**src/rtl/irq_prio_ctrl.sv**
```systemverilog
module irq_prio_ctrl (
  input  logic       clk,
  input  logic       rst_n,
  input  logic [3:0] ext_n_i,
  input  logic       tmr_evt_i,
  input  logic       wr_en_i,
  input  logic [1:0] wr_sel_i,
  input  logic [7:0] wr_data_i,
  input  logic [1:0] rd_sel_i,
  output logic [7:0] rd_data_o,
  input  logic       ack_i,
  output logic       irq_o,
  output logic [2:0] vec_o
);
  logic [3:0] s1, s2, s3;
  logic [4:0] pend_q, en_q;
  logic       gie_q, bsw_q, csw_q;
  logic [2:0] code_q;

  always_ff @(posedge clk or negedge rst_n)
    if (!rst_n) begin
      s1 <= '1; s2 <= '1; s3 <= '1;
    end else begin
      s1 <= ext_n_i; s2 <= s1; s3 <= s2;
    end

  wire [3:0] fall   = s3 & ~s2;
  wire [4:0] set_ev = {tmr_evt_i, fall[0], fall[1], fall[3], fall[2]};
  wire [4:0] live   = pend_q & en_q;

  logic [2:0] gpend;
  logic [2:0] gwin [3];
  logic [1:0] g1, g2, g3;
  logic       code_ok, hit;
  logic [2:0] win;

  always_comb begin
    gpend[0] = live[3];
    gpend[1] = live[0] | live[2];
    gpend[2] = live[1] | live[4];
    gwin[0]  = 3'd3;
    if (bsw_q) gwin[1] = live[0] ? 3'd0 : 3'd2;
    else       gwin[1] = live[2] ? 3'd2 : 3'd0;
    if (csw_q) gwin[2] = live[4] ? 3'd4 : 3'd1;
    else       gwin[2] = live[1] ? 3'd1 : 3'd4;
    code_ok = 1'b1;
    case (code_q)
      3'd1:    begin g1 = 2'd2; g2 = 2'd0; g3 = 2'd1; end
      3'd2:    begin g1 = 2'd0; g2 = 2'd1; g3 = 2'd2; end
      3'd3:    begin g1 = 2'd0; g2 = 2'd2; g3 = 2'd1; end
      3'd4:    begin g1 = 2'd1; g2 = 2'd2; g3 = 2'd0; end
      3'd5:    begin g1 = 2'd2; g2 = 2'd1; g3 = 2'd0; end
      3'd6:    begin g1 = 2'd1; g2 = 2'd0; g3 = 2'd2; end
      default: begin g1 = 2'd0; g2 = 2'd1; g3 = 2'd2; code_ok = 1'b0; end
    endcase
    if (gpend[g1])      win = gwin[g1];
    else if (gpend[g2]) win = gwin[g2];
    else                win = gwin[g3];
    hit = code_ok & (|live);
  end

  assign irq_o = gie_q & hit;
  assign vec_o = win;

  wire       take  = ack_i & irq_o;
  wire [4:0] clr   = take ? (5'd1 << win) : 5'd0;
  wire       wr_pd = wr_en_i && (wr_sel_i == 2'd0);
  wire       wr_en = wr_en_i && (wr_sel_i == 2'd1);
  wire       wr_pr = wr_en_i && (wr_sel_i == 2'd2);

  always_ff @(posedge clk or negedge rst_n)
    if (!rst_n) begin
      pend_q <= '0; en_q <= '0; gie_q <= 1'b0;
      code_q <= '0; bsw_q <= 1'b0; csw_q <= 1'b0;
    end else begin
      pend_q <= ((wr_pd ? wr_data_i[4:0] : pend_q) & ~clr) | set_ev;
      if (wr_en) en_q <= wr_data_i[4:0];
      if (take)       gie_q <= 1'b0;
      else if (wr_en) gie_q <= wr_data_i[7];
      if (wr_pr) begin
        code_q <= wr_data_i[2:0];
        bsw_q  <= wr_data_i[3];
        csw_q  <= wr_data_i[4];
      end
    end

  always_comb
    case (rd_sel_i)
      2'd0:    rd_data_o = {3'b000, pend_q};
      2'd1:    rd_data_o = {gie_q, 2'b00, en_q};
      default: rd_data_o = 8'h00;
    endcase

  AST_EVENT_LATCHES: assert property (@(posedge clk) disable iff (!rst_n)
    (|set_ev) |=> ((pend_q & $past(set_ev)) == $past(set_ev)));
  AST_GRANT_NEEDS_GIE: assert property (@(posedge clk) disable iff (!rst_n)
    irq_o |-> gie_q);
  AST_RESERVED_SILENT: assert property (@(posedge clk) disable iff (!rst_n)
    (code_q == 3'd0 || code_q == 3'd7) |-> !irq_o);
  AST_WINNER_LIVE: assert property (@(posedge clk) disable iff (!rst_n)
    irq_o |-> (pend_q[vec_o] && en_q[vec_o]));
  AST_ACK_DROPS_GIE: assert property (@(posedge clk) disable iff (!rst_n)
    (ack_i && irq_o) |=> (!gie_q && !irq_o));
  AST_ACK_CLEARS_BIT: assert property (@(posedge clk) disable iff (!rst_n)
    (ack_i && irq_o && !set_ev[vec_o]) |=> !pend_q[$past(vec_o)]);
endmodule

```
**config.mk**
```make
export PLATFORM = sky130hd
export DESIGN_NAME = irq_prio_ctrl
export DESIGN_NICKNAME = d
export VERILOG_FILES = /design/src/rtl/irq_prio_ctrl.sv
export SDC_FILE = /design/constraint.sdc
export NUM_CORES = 1
export LEC_CHECK = 0
export ABC_AREA = 1
export ABC_CLOCK_PERIOD_IN_PS = 1400
export BUFFER_PORTS_ARGS = -buffer_cell sky130_fd_sc_hd__buf_2
export CAP_MARGIN = 10
export CORE_MARGIN = 2
export CORE_UTILIZATION = 48
export DETAILED_ROUTE_END_ITERATION = 7
export GPL_ROUTABILITY_DRIVEN = 0
export PLACE_DENSITY = 0.85
export SETUP_SLACK_MARGIN = 0.4
export SLEW_MARGIN = 20
export SYNTH_ARGS = -nofsm -noshare
export SYNTH_HDL_FRONTEND = slang
export SYNTH_SLANG_ARGS = --single-unit
```
**constraint.sdc**
```tcl
create_clock -name clk -period 1.4 [get_ports clk]
set_input_delay 0 -clock clk [delete_from_list [all_inputs] [get_ports clk]]
set_output_delay 0 -clock clk [all_outputs]
set_load 0.02 [all_outputs]
```
-- Yosys cells after proc, flatten, opt, wreduce, memory -nomap -nowiden
Index checks and enable logic that the tools add are counted.
- register bits after elaboration: 28
- bits of input ports: 21
- output and inout port bits: 12
- logic and storage cells: 82
- $lt $le $gt $ge: 5
- equal/unequal tests: 9
- shift operators: 1
- multiplexer cells: 30
- bitwise operators: 14
- reductions and logical operators: 14
- operators with widths (cell ; count):
    2-to-1 mux 3 bit ; 11
    binary-select mux 3 bit (select 2 bit) ; 3
    one-hot mux 8 bit (2 select lines) ; 1
    one-hot mux 2 bit (2 select lines) ; 3
    OR reduction 2 bit ; 6
    bitwise AND 5 bit ; 2
    2-to-1 mux 5 bit ; 2
    == test 3 bit (second input constant) ; 3
    greater-or-equal comparator 3 bit (second input constant) ; 3
    NOT 2 -> 3 bit ; 3
    == test 3 x 2 -> 1 bit (second input constant) ; 2
    less-than comparator 2 x 3 -> 1 bit (second input constant) ; 2
    2-to-1 mux 2 bit ; 3
    OR reduction 6 bit ; 1
    2-to-1 mux 1 bit ; 5
    NOT 5 bit ; 1
    OR 5 bit ; 1
    OR reduction 5 bit ; 1
    << shifter 1 x 3 -> 5 bit (first input constant) ; 1
    bitwise AND 4 bit ; 1
    binary-select mux 1 bit (select 2 bit) ; 2
    == test 2 x 1 -> 1 bit (second input constant) ; 2
    logical NOT 2 bit ; 2
    NOT 4 bit ; 1
    6 further kinds ; 11

-- Logic depth before layout (Yosys ltp)
Gate-level depths: netlist of run 1.
- depth in word-level cells: 14
- gate-level depth with buffers: 13
- gate-level depth less buffers: 13

-- Least setup slack after synthesis of run 1
No wires, ideal clock.
- path kind: flip-flop to flip-flop
- start point: register code_q[1]
- end point: register pend_q[2]
- library setup time: 0.116 ns
- arrival: 1.622 ns
- data required time: 1.284 ns
- setup slack: -0.338 ns
- stages on the path, launching flop included: 11
- path buffers: 0
- clock period less this slack: 1.738 ns
- path through: dfrtp_1 -> inv_2 -> ha_1 -> inv_1 -> o21ai_1 -> nor2_1 -> nand2_1 -> a21oi_2 -> nand3_1 -> nand2_1 -> nand2_1
- elaborated cells between the ends (all ways): 43
- classes of those cells: eq/ne: 6; shift: 1; mux: 20; bitwise: 9; reduce/logical: 7
- RTL lines (what ; RTL line ; RTL):
    start, declared ; 18 ; logic [2:0] code_q;
    start signal, assigned ; 81 ; code_q <= wr_data_i[2:0];
    == test 3 bit (tied with other cells) ; 47 ; case (code_q)
    OR reduction 6 bit (no line) * ; n/a ;
    2-to-1 mux 1 bit * ; 47 ;
    bitwise AND 1 bit * ; 59 ; hit = code_ok & (|live);
    bitwise AND 1 bit * ; 62 ; assign irq_o = gie_q & hit;
    via irq_o ; 12 ; output logic irq_o,
    bitwise AND 1 bit * ; 65 ; wire take = ack_i & irq_o;
    2-to-1 mux 5 bit * ; 66 ; wire [4:0] clr = take ? (5'd1 << win) : 5'd0;
    NOT 5 bit * ; 76 ; pend_q <= ((wr_pd ? wr_data_i[4:0] : pend_q) & ~clr) | set_ev;
    bitwise AND 5 bit * ; 76 ;
    OR 5 bit * ; 76 ;
    end signal, assigned ; 76 ;
    end, declared ; 16 ; logic [4:0] pend_q, en_q;
Mark *: on every way through the listed nets, which the timed path passes. The rest lies on a longest branch. The select of a mux whose other input is x is not followed.
A chain may end at the register's enable or synchronous reset.

-- Final worst setup path of run 1
- start point: register code_q[2]
- end point: register pend_q[4]
- longest elaborated chain between the ends: 14
- elaborated cells between the ends (all ways): 43
- classes of those cells: eq/ne: 6; shift: 1; mux: 20; bitwise: 9; reduce/logical: 7
- ends and longest elaborated chain (what ; RTL line ; RTL):
    == test 3 bit (tied with other cells) ; 47 ;
    OR reduction 2 bit (no line) ; n/a ;
    one-hot mux 2 bit (2 select lines) ; 47 ;
    NOT 2 -> 3 bit, on equally long branches ; 58, 57 ;
    binary-select mux 3 bit (select 2 bit), on equally long branches ; 58, 57 ;
    2-to-1 mux 3 bit, on equally long branches (2 in series) ; 58, 57 ;
    2-to-1 mux 3 bit ; 57 ; else if (gpend[g2]) win = gwin[g2];
    2-to-1 mux 3 bit ; 56 ; if (gpend[g1]) win = gwin[g1];
    << shifter 1 x 3 -> 5 bit ; 66 ;
    2-to-1 mux 5 bit * ; 66 ;
    NOT 5 bit * ; 76 ;
    bitwise AND 5 bit * ; 76 ;
    OR 5 bit * ; 76 ;
Mark *: on every way between the ends. The rest lies on a longest branch, timed or not. The select of a mux whose other input is x is not followed.

==> results of run 1 <==
## registers in the layout, indices dropped and copies added (netlist names), 3 cells and up
name	cells
code_q	3
s1	4
pend_q	5
en_q	5
s2	4
s3	4
## metal layers
layer / GRT usage / vias to the layer above
met4: 0.1968 / 0
met5: 0 / -
met1: 0.3624 / 919
met2: 0.5528 / 182
met3: 0.05844 / 55
li1: - / 809
## logic make-up (layout without fill, tap and decap cells)
kind of cell             count (synthesis)  count (layout)  share of synthesized area
buffers and inverters                   36             123                    0.09444
AND/OR/NAND/NOR                        106             106                     0.3182
flip-flops                              28              28                     0.4739
adder cells (fa/ha/maj)                  1               1                   0.008284
AO/OA/AOI/OAI                           29              29                     0.1027
other                                    1               2                   0.002483
## stage by stage
stage | std cells | power [mW] | setup WS (ns)
2_1_floorplan | 202 | 1.724 | -0.1964
3_3_place_gp | 290 | 2.129 | -0.2455
3_5_place_dp | 290 | 2.160 | -0.2744
4_1_cts | 326 | 3.211 | -0.4046
5_1_grt | 333 | 4.007 | -0.6623
6_report | 333 | 3.875 | -0.6115
## worst max path at each step
stage	startpoint	endpoint
global route	code_q[0]$_DFFE_PN0P_	pend_q[4]$_DFF_PN0_
finish	code_q[2]$_DFFE_PN0P_	pend_q[4]$_DFF_PN0_
global placement	code_q[2]$_DFFE_PN0P_	pend_q[0]$_DFF_PN0_
CTS	code_q[0]$_DFFE_PN0P_	vec_o[2]
detailed placement	code_q[2]$_DFFE_PN0P_	pend_q[0]$_DFF_PN0_
floorplan	code_q[2]$_DFFE_PN0P_	pend_q[2]$_DFF_PN0_
## synth_stat cells (all sizes together) (2+ instances only)
master	number	area share
a21oi	5	0.019
buf	2	0.0099
dfrtp	16	0.27
dfstp	12	0.21
inv	33	0.082
nand2	67	0.18
nand3	27	0.099
nand4	2	0.0083
nor2	7	0.019
o21ai	22	0.073
## cell usage in the layout, fill, tap and decap left out
master / n
nand2_1: 41
dfstp_2: 12
nor2_4: 1
a21oi_2: 4
nand3_1: 11
nor2_1: 2
inv_2: 7
o2111ai_4: 1
buf_6: 25
nand3_4: 8
a22oi_1: 1
inv_4: 3
ha_4: 1
conb_1: 2
clkbuf_16: 1
and3_4: 1
nand4_1: 2
buf_2: 18
o21ai_2: 4
dlygate4sd3_1: 15
o21ai_0: 16
nand2_2: 14
or2_2: 1
inv_1: 23
o21ai_1: 2
nand2_4: 10
clkbuf_4: 3
nor2_2: 4
dfrtp_2: 2
a21oi_4: 1
nor3_1: 1
nand3_2: 8
nand2_8: 2
dfrtp_1: 14
buf_4: 28
## layout make-up
class	instances	share of cell area
clock buffer	4	0.01777
inverter	33	0.04911
multi-input combinational	138	0.3704
sequential	28	0.2685
tap	44	0.02058
timing repair buffer	86	0.2736
## repair_timing
action / 4_1_cts / 5_1_grt
endpoints found under the setup margin: 16 / 17
setup buffers: 17 / 7
resized for setup: 66 / 51
hold endpoints to repair: 32 / 0
hold buffers: 15 / 0
pin swaps: 24 / 23
## where the power goes
| group | total, mW | internal [mW] | leakage, nW | switching [mW] |
|---|---|---|---|---|
| Combinational | 2.36 | 1.06 | 0.998 | 1.30 |
| Sequential | 1.02 | 0.918 | 0.312 | 0.107 |
| Clock | 0.492 | 0.219 | 0.0261 | 0.273 |
| Total | 3.88 | 2.19 | 1.34 | 1.68 |
## worst max-delay path: cells and delay by family, from the launching register on
kind / cells / cell delay, ns
AND/OR/NAND/NOR: 11 / 1.02
buffers and inverters: 3 / 0.36
flip-flops: 1 / 0.53
==> impl_metrics.csv, run 1 <==
group,metric,value,unit
place,place.port_buffers,28,
pwr,vdd_ir_drop_max,1.066,mV
cells_and_area,seqCellArea,718.2,sq um
grt,grt_pass1_wl,8314,microns
cells_and_area,drive_above_1_share,0.5502,
run_status,status,"finished with violations",
floorplanning,rows,20,
hold_path,holdPathStages,5,
drt,vias_per_cell,5.901,
drt,top_layer,"met4",
run_status,violations,"setup timing",
clock_tree,clockBufferDepth,2,
flow_run,cap_violations,0,
drt,first_pass_iters,5,
synth,synth_edf_count,0,
cells_and_area,syn2layout_area_growth,77.13,%
hold_path,hold_path_class,"primary input to flop",
cells_and_area,n_antenna_cell,0,
clock_tree,clock_sinks,28,
drt,wl_met3,675,microns
grt,antenna_found_initial,0,
critical_path,critPathKind,"flop to flop",
cells_and_area,final_area,0.002675,sq mm
drt,vias,1965,
critical_path,endpoint_kind,"flop",
timing,worstMarginPinSlew,0.6286,ns
grt,grt_max_degree,29,
timing,skew,0.03853,ns
floorplanning,dieArea,0.003611,sq mm
drt,drt-met1-wl,2469,microns
floorplanning,die_w,60.09,microns
synth,synth-seq-area-share,0.4739,
floorplanning,core_area,0.003028,sq mm
grt,grtUsageTotal,0.3203,
drt,antenna_left,0,
floorplanning,chipHeight,60.09,microns
clock_tree,cts_tree,"built",
cells_and_area,final_util,0.8835,
synth,ys_seq_elements,28,
critical_path,startpoint_type,"flop",
critical_path,critPathMostFrequentCell,"nand2_1",
timing,finalSetupViolCount,10,
floorplanning,start_util,0.4988,
timing,finalMaxSlewViolations,0,
synth,syn_area_per_cell,7.513,sq um
timing,hold_slack,0.05926,ns
synth,ys.flop_type,"dfrtp_1",
timing,rsz0062_at_grt,"true",
critical_path,cp.required,1.69,ns
pwr,p_leak,1.336,nW
timing,fin_crit_sh,1.437,
timing,setup_tns,-4.899,ns
drt,drt_iter0_markers,291,
critical_path,slowest_delay,0.53,ns
timing,finalCriticalPeriod,2.012,ns
clock_tree,cts_made_buffers,3,
drt,wl_per_cell,20.50,microns
synth,yosysUniqueCellTypes,25,
drt,wl,6826,microns
grt,overflow,0,
critical_path,arrival,2.30,ns
cells_and_area,multiInputGateArea,991.0,sq um
synth,synth_area,0.001510,sq mm
grt,grt_pass1_vias,1773,
floorplanning,pin_count,33,
clock_tree,clkTransAtPathRegs,0.19,ns
critical_path,worstRegToRegCells,14,
pwr,p_per_area,1449,mW/mm^2
place,dp_hpwl,2677,microns
timing,max_freq,497.1,MHz
critical_path,r2r-end,"pend_q[4]$_DFF_PN0_",
critical_path,cp_max_fo,4,
drt,met2_wirelength,3286,microns
synth,syn_inst,201,
synth,synthArstFlopShare,1.000,
clock_tree,htree_num_levels,1,
cells_and_area,num-nets-final,312,
hold_path,hold_path.startpoint,"ack_i",
timing,hold_viol_final,0,
critical_path,timing.rr.start,"code_q[2]$_DFFE_PN0P_",
critical_path,reg2reg_slack,-0.61,ns
timing,slew-limit-headroom,0.5809,
hold_path,whs_endpoint,"gie_q$_DFFE_PN0P_",
cells_and_area,num-fill-cells,119,
clock_tree,cts-root-buf,"clkbuf_4",
drt,drc,0,
timing,worst_slack,-0.6115,ns
synth,ys_warn_count,0,
place,place_area,0.001851,sq mm
critical_path,cp_slowest_cell,"dfrtp_2",
clock_tree,clock_latency,0.37,ns
critical_path,crit_chain,"inv_4 -> nand3_4 -> nand2_4 -> nand2_2 -> nand3_1 -> nand2_1 -> nand2_2 -> nand2_2 -> buf_4 -> buf_6 -> nor2_2 -> nand2_1 -> nand2_1 -> nand2_1",
No activity file was read; power rests on OpenSTA's default activity.
==> inputs of run 2 (changes only) <==
ABC_AREA = default   (was 1)
ABC_CLOCK_PERIOD_IN_PS = 1800   (was 1400)
CORE_UTILIZATION = 49   (was 48)
clock period = 1.8 ns   (was 1.4 ns; I/O delays follow)
==> run 2 against run 1 <==
Largest cell class unchanged. Highest routed layer unchanged. Clock power decreased by 16%. Largest power group unchanged. Sequential power decreased by 14%. Flip-flop and latch count stayed put. The run still ends with setup timing left. Register-to-register slack better by 0.47 ns. Utilization shrank 4.7 points. Worst setup slack better by 0.43 ns. Non-clock buffer count is 4 lower. Clock-buffer cell count is 1 lower. Critical path type is now flop to output pin. Power fell by 21%. Design area is 3.7% lower.
==> impl_metrics.csv, run 2 <==
group,metric,value,unit
drt,first_pass_iters,4,
floorplanning,pin_count,33,
synth,yosysMostFrequentCell,"dfrtp_1",
cells_and_area,reg_top3,"en_q (5), pend_q (5)",
place,dp_hpwl,3111,microns
floorplanning,chipHeight,61.02,microns
place,place_inst,231,
pwr,p_seq_frac,0.284,
floorplanning,core_area,0.003078,sq mm
pwr,swShare,0.3890,
synth,ys_seq_elements,28,
floorplanning,start_util,0.5175,
run_status,violations,"setup timing",
critical_path,critPathKind,"flop to output pin",
floorplanning,rows,20,
cells_and_area,mostFrequentLayoutCells,"buf_4, buf_2, dlygate4sd3_1, dfstp_2, dfrtp_2",
grt,grt_pass1_vias,1627,
drt,wl,5569,microns
synth,ys_warn_count,0,
critical_path,cp_max_fo,6,
critical_path,cp.buffers_inverters,3,
timing,finalCriticalPeriod,1.981,ns
timing,worst_slack,-0.1810,ns
cells_and_area,n_antenna_cell,0,
timing,worstMarginPinSlew,0.6308,ns
cells_and_area,finalNonFillerCells,271,
clock_tree,cts_tree,"built",
pwr,p_per_area,1195,mW/mm^2
run_status,status,"finished with violations",
critical_path,cp.required,1.80,ns
synth,synth-seq-area-share,0.4493,
timing,finalMaxSlewViolations,0,
critical_path,slowest_delay,0.51,ns
clock_tree,clock_latency,0.33,ns
synth,ys.flop_type,"dfrtp_1",
synth,synth_common_cells,"dfrtp_1, dfstp_2, mux2i_1",
cells_and_area,final_area,0.002575,sq mm
clock_tree,cts-root-buf,"clkbuf_4",
clock_tree,htree_num_levels,1,
synth,synth_edf_count,0,
timing,slew-limit-headroom,0.5795,
pwr,vdd_ir_drop_max,0.7521,mV
critical_path,crit_chain,"or3b_4 -> o32ai_4 -> nor3_2 -> a22o_4 -> inv_4 -> buf_6 -> buf_6",
cells_and_area,syn2layout_area_growth,61.67,%
critical_path,worstRegToRegCells,8,
drt,vias_per_cell,5.952,
synth,synth_area,0.001593,sq mm
pwr,clockPowerShare,0.134,
timing,setup_tns,-0.9595,ns
clock_tree,clock_sinks,28,
synth,yosysTopAreaCell,"dfrtp_1",
pwr,p_leak,1.112,nW
grt,grtUsageTotal,0.2981,
synth,yosysTopAreaCellShare,0.2514,
cells_and_area,num-fill-cells,162,
floorplanning,die_w,61.02,microns
floorplanning,dieArea,0.003723,sq mm
drt,wl_per_cell,20.55,microns
synth,synthArstFlopShare,1.000,
clock_tree,clockBufferDepth,2,
timing,max_freq,504.8,MHz
timing,skew,0.009508,ns
clock_tree,clkTransAtPathRegs,0.15,ns
place,place.port_buffers,28,
hold_path,hold_path_class,"primary input to flop",
synth,syn_area_per_cell,10.98,sq um
cells_and_area,drive_above_1_share,0.6520,
grt,antenna_found_initial,0,
place,place_area,0.001947,sq mm
synth,synth.area.top_cells,"dfrtp_1, dfstp_2, mux2_2, mux2i_1, buf_4",
critical_path,cpLargestDelayFamily,"simple AND/OR/NAND/NOR gates",
grt,grt_pass1_wl,7941,microns
pwr,power.internal,1.880,mW
critical_path,arrival,1.98,ns
timing,hold_slack,0.1441,ns
critical_path,crit_cells,7,
clock_tree,cts_made_buffers,3,
drt,vias,1613,
grt,overflow,0,
timing,hold_viol_final,0,
drt,drt_iter0_markers,145,
flow_run,cap_violations,0,
pwr,power.net_switching,1.197,mW
critical_path,endpoint_kind,"output pin",
cells_and_area,num-nets-final,250,
critical_path,cp_slowest_cell,"dfrtp_2",
grt,grt_max_degree,29,
synth,syn_inst,145,
pwr,comb_power_share,0.582,
timing,finalSetupViolCount,8,
hold_path,holdPathStages,4,
critical_path,critPathMostFrequentCell,"buf_6",
timing,fin_crit_sh,1.101,
drt,antenna_left,0,
timing,rsz0062_at_grt,"true",
drt,drc,0,
synth,yosysUniqueCellTypes,57,
critical_path,startpoint_type,"flop",
cells_and_area,final_common_cell,"buf_4",
[run 2: changes by cell type after synthesis, moves of 10 or more]
cell / delta
inv_1: -26
mux2_2: +10
mux2i_1: +11
nand2_1: -54
nand3_1: -21
o21ai_0: -19
[run 2: tightest hold or removal path, stage by stage]
cell,delay (ns)
buf_2,0.11
nor3b_2,0.09
mux2i_1,0.16
o22ai_2,0.09
[run 2: cells by family after synthesis]
| kind of cell | after synthesis | synth area share |
|---|---|---|
| buffers and inverters | 12 | 0.04006 |
| and+or+nand+nor | 44 | 0.1705 |
| AOI/OAI and AO/OA | 38 | 0.1901 |
| DFF | 28 | 0.4493 |
| other | 1 | 0.002354 |
| adders and majority gates | 1 | 0.007854 |
| muxes | 21 | 0.1398 |
[run 2: per-layer routing]
layer  vias up  part of all wire  GRT usage
li1        718                 -          -
met1       800              0.39     0.3424
met2        69              0.54     0.5576
met3        26             0.043    0.04202
met4         0             0.032     0.1149
met5         -                 0          0
[run 2: final cells by class]
type | instances | area, sq um | area share
Multi-Input combinational cell | 107 | 1069 | 0.4150
Clock inverter | 1 | 30.03 | 0.01166
Timing Repair Buffer | 82 | 641.9 | 0.2493
Clock buffer | 3 | 22.52 | 0.008746
Tap cell | 44 | 55.05 | 0.02138
Inverter | 6 | 27.53 | 0.01069
Sequential cell | 28 | 729.5 | 0.2833
[run 2: path summary, 6_finish.rpt]
path | endpoint | slack (ns) | from
setup / recovery | vec_o[1] | -0.18 | code_q[1]$_DFFE_PN0P_
hold / removal | pend_q[3]$_DFF_PN0_ | 0.14 | wr_sel_i[0]
setup reg to reg | pend_q[0]$_DFF_PN0_ | -0.14 | code_q[2]$_DFFE_PN0P_
hold reg to reg | s2[1]$_DFF_PN1_ | 0.36 | s1[1]$_DFF_PN1_
max in group asynchronous | code_q[1]$_DFFE_PN0P_ | 1.15 | rst_n
min in group asynchronous | code_q[0]$_DFFE_PN0P_ | 0.20 | rst_n
[run 2: per-stage QoR]
step / power (mW) / setup slack, ns / utilization
floorplan: 1.557 / 0.05427 / -
global placement: 1.909 / 0.03168 / 0.6325
detailed placement: 1.970 / -0.06347 / 0.6325
CTS: 2.788 / -0.1323 / 0.7829
global route: 3.192 / -0.2272 / 0.8366
finish: 3.078 / -0.1810 / 0.8366
[run 2: timing repair]
item | CTS | global route
pin swaps | 17 | 8
endpoints found under the setup margin | 10 | 12
endpoints found under the hold margin | 33 | 0
setup buffers | 14 | 9
gates resized for setup | 42 | 19
hold buffers | 12 | 0
gates cloned | 1 | 0
[run 2: power groups by stage]
stage	clock network [mW]	logic, mW	registers (mW)
after floorplan	0	0.740	0.818
after global placement	0	1.06	0.850
after detailed placement	0	1.11	0.860
after CTS	0.414	1.52	0.857
after global routing	0.440	1.87	0.884
final	0.412	1.79	0.874
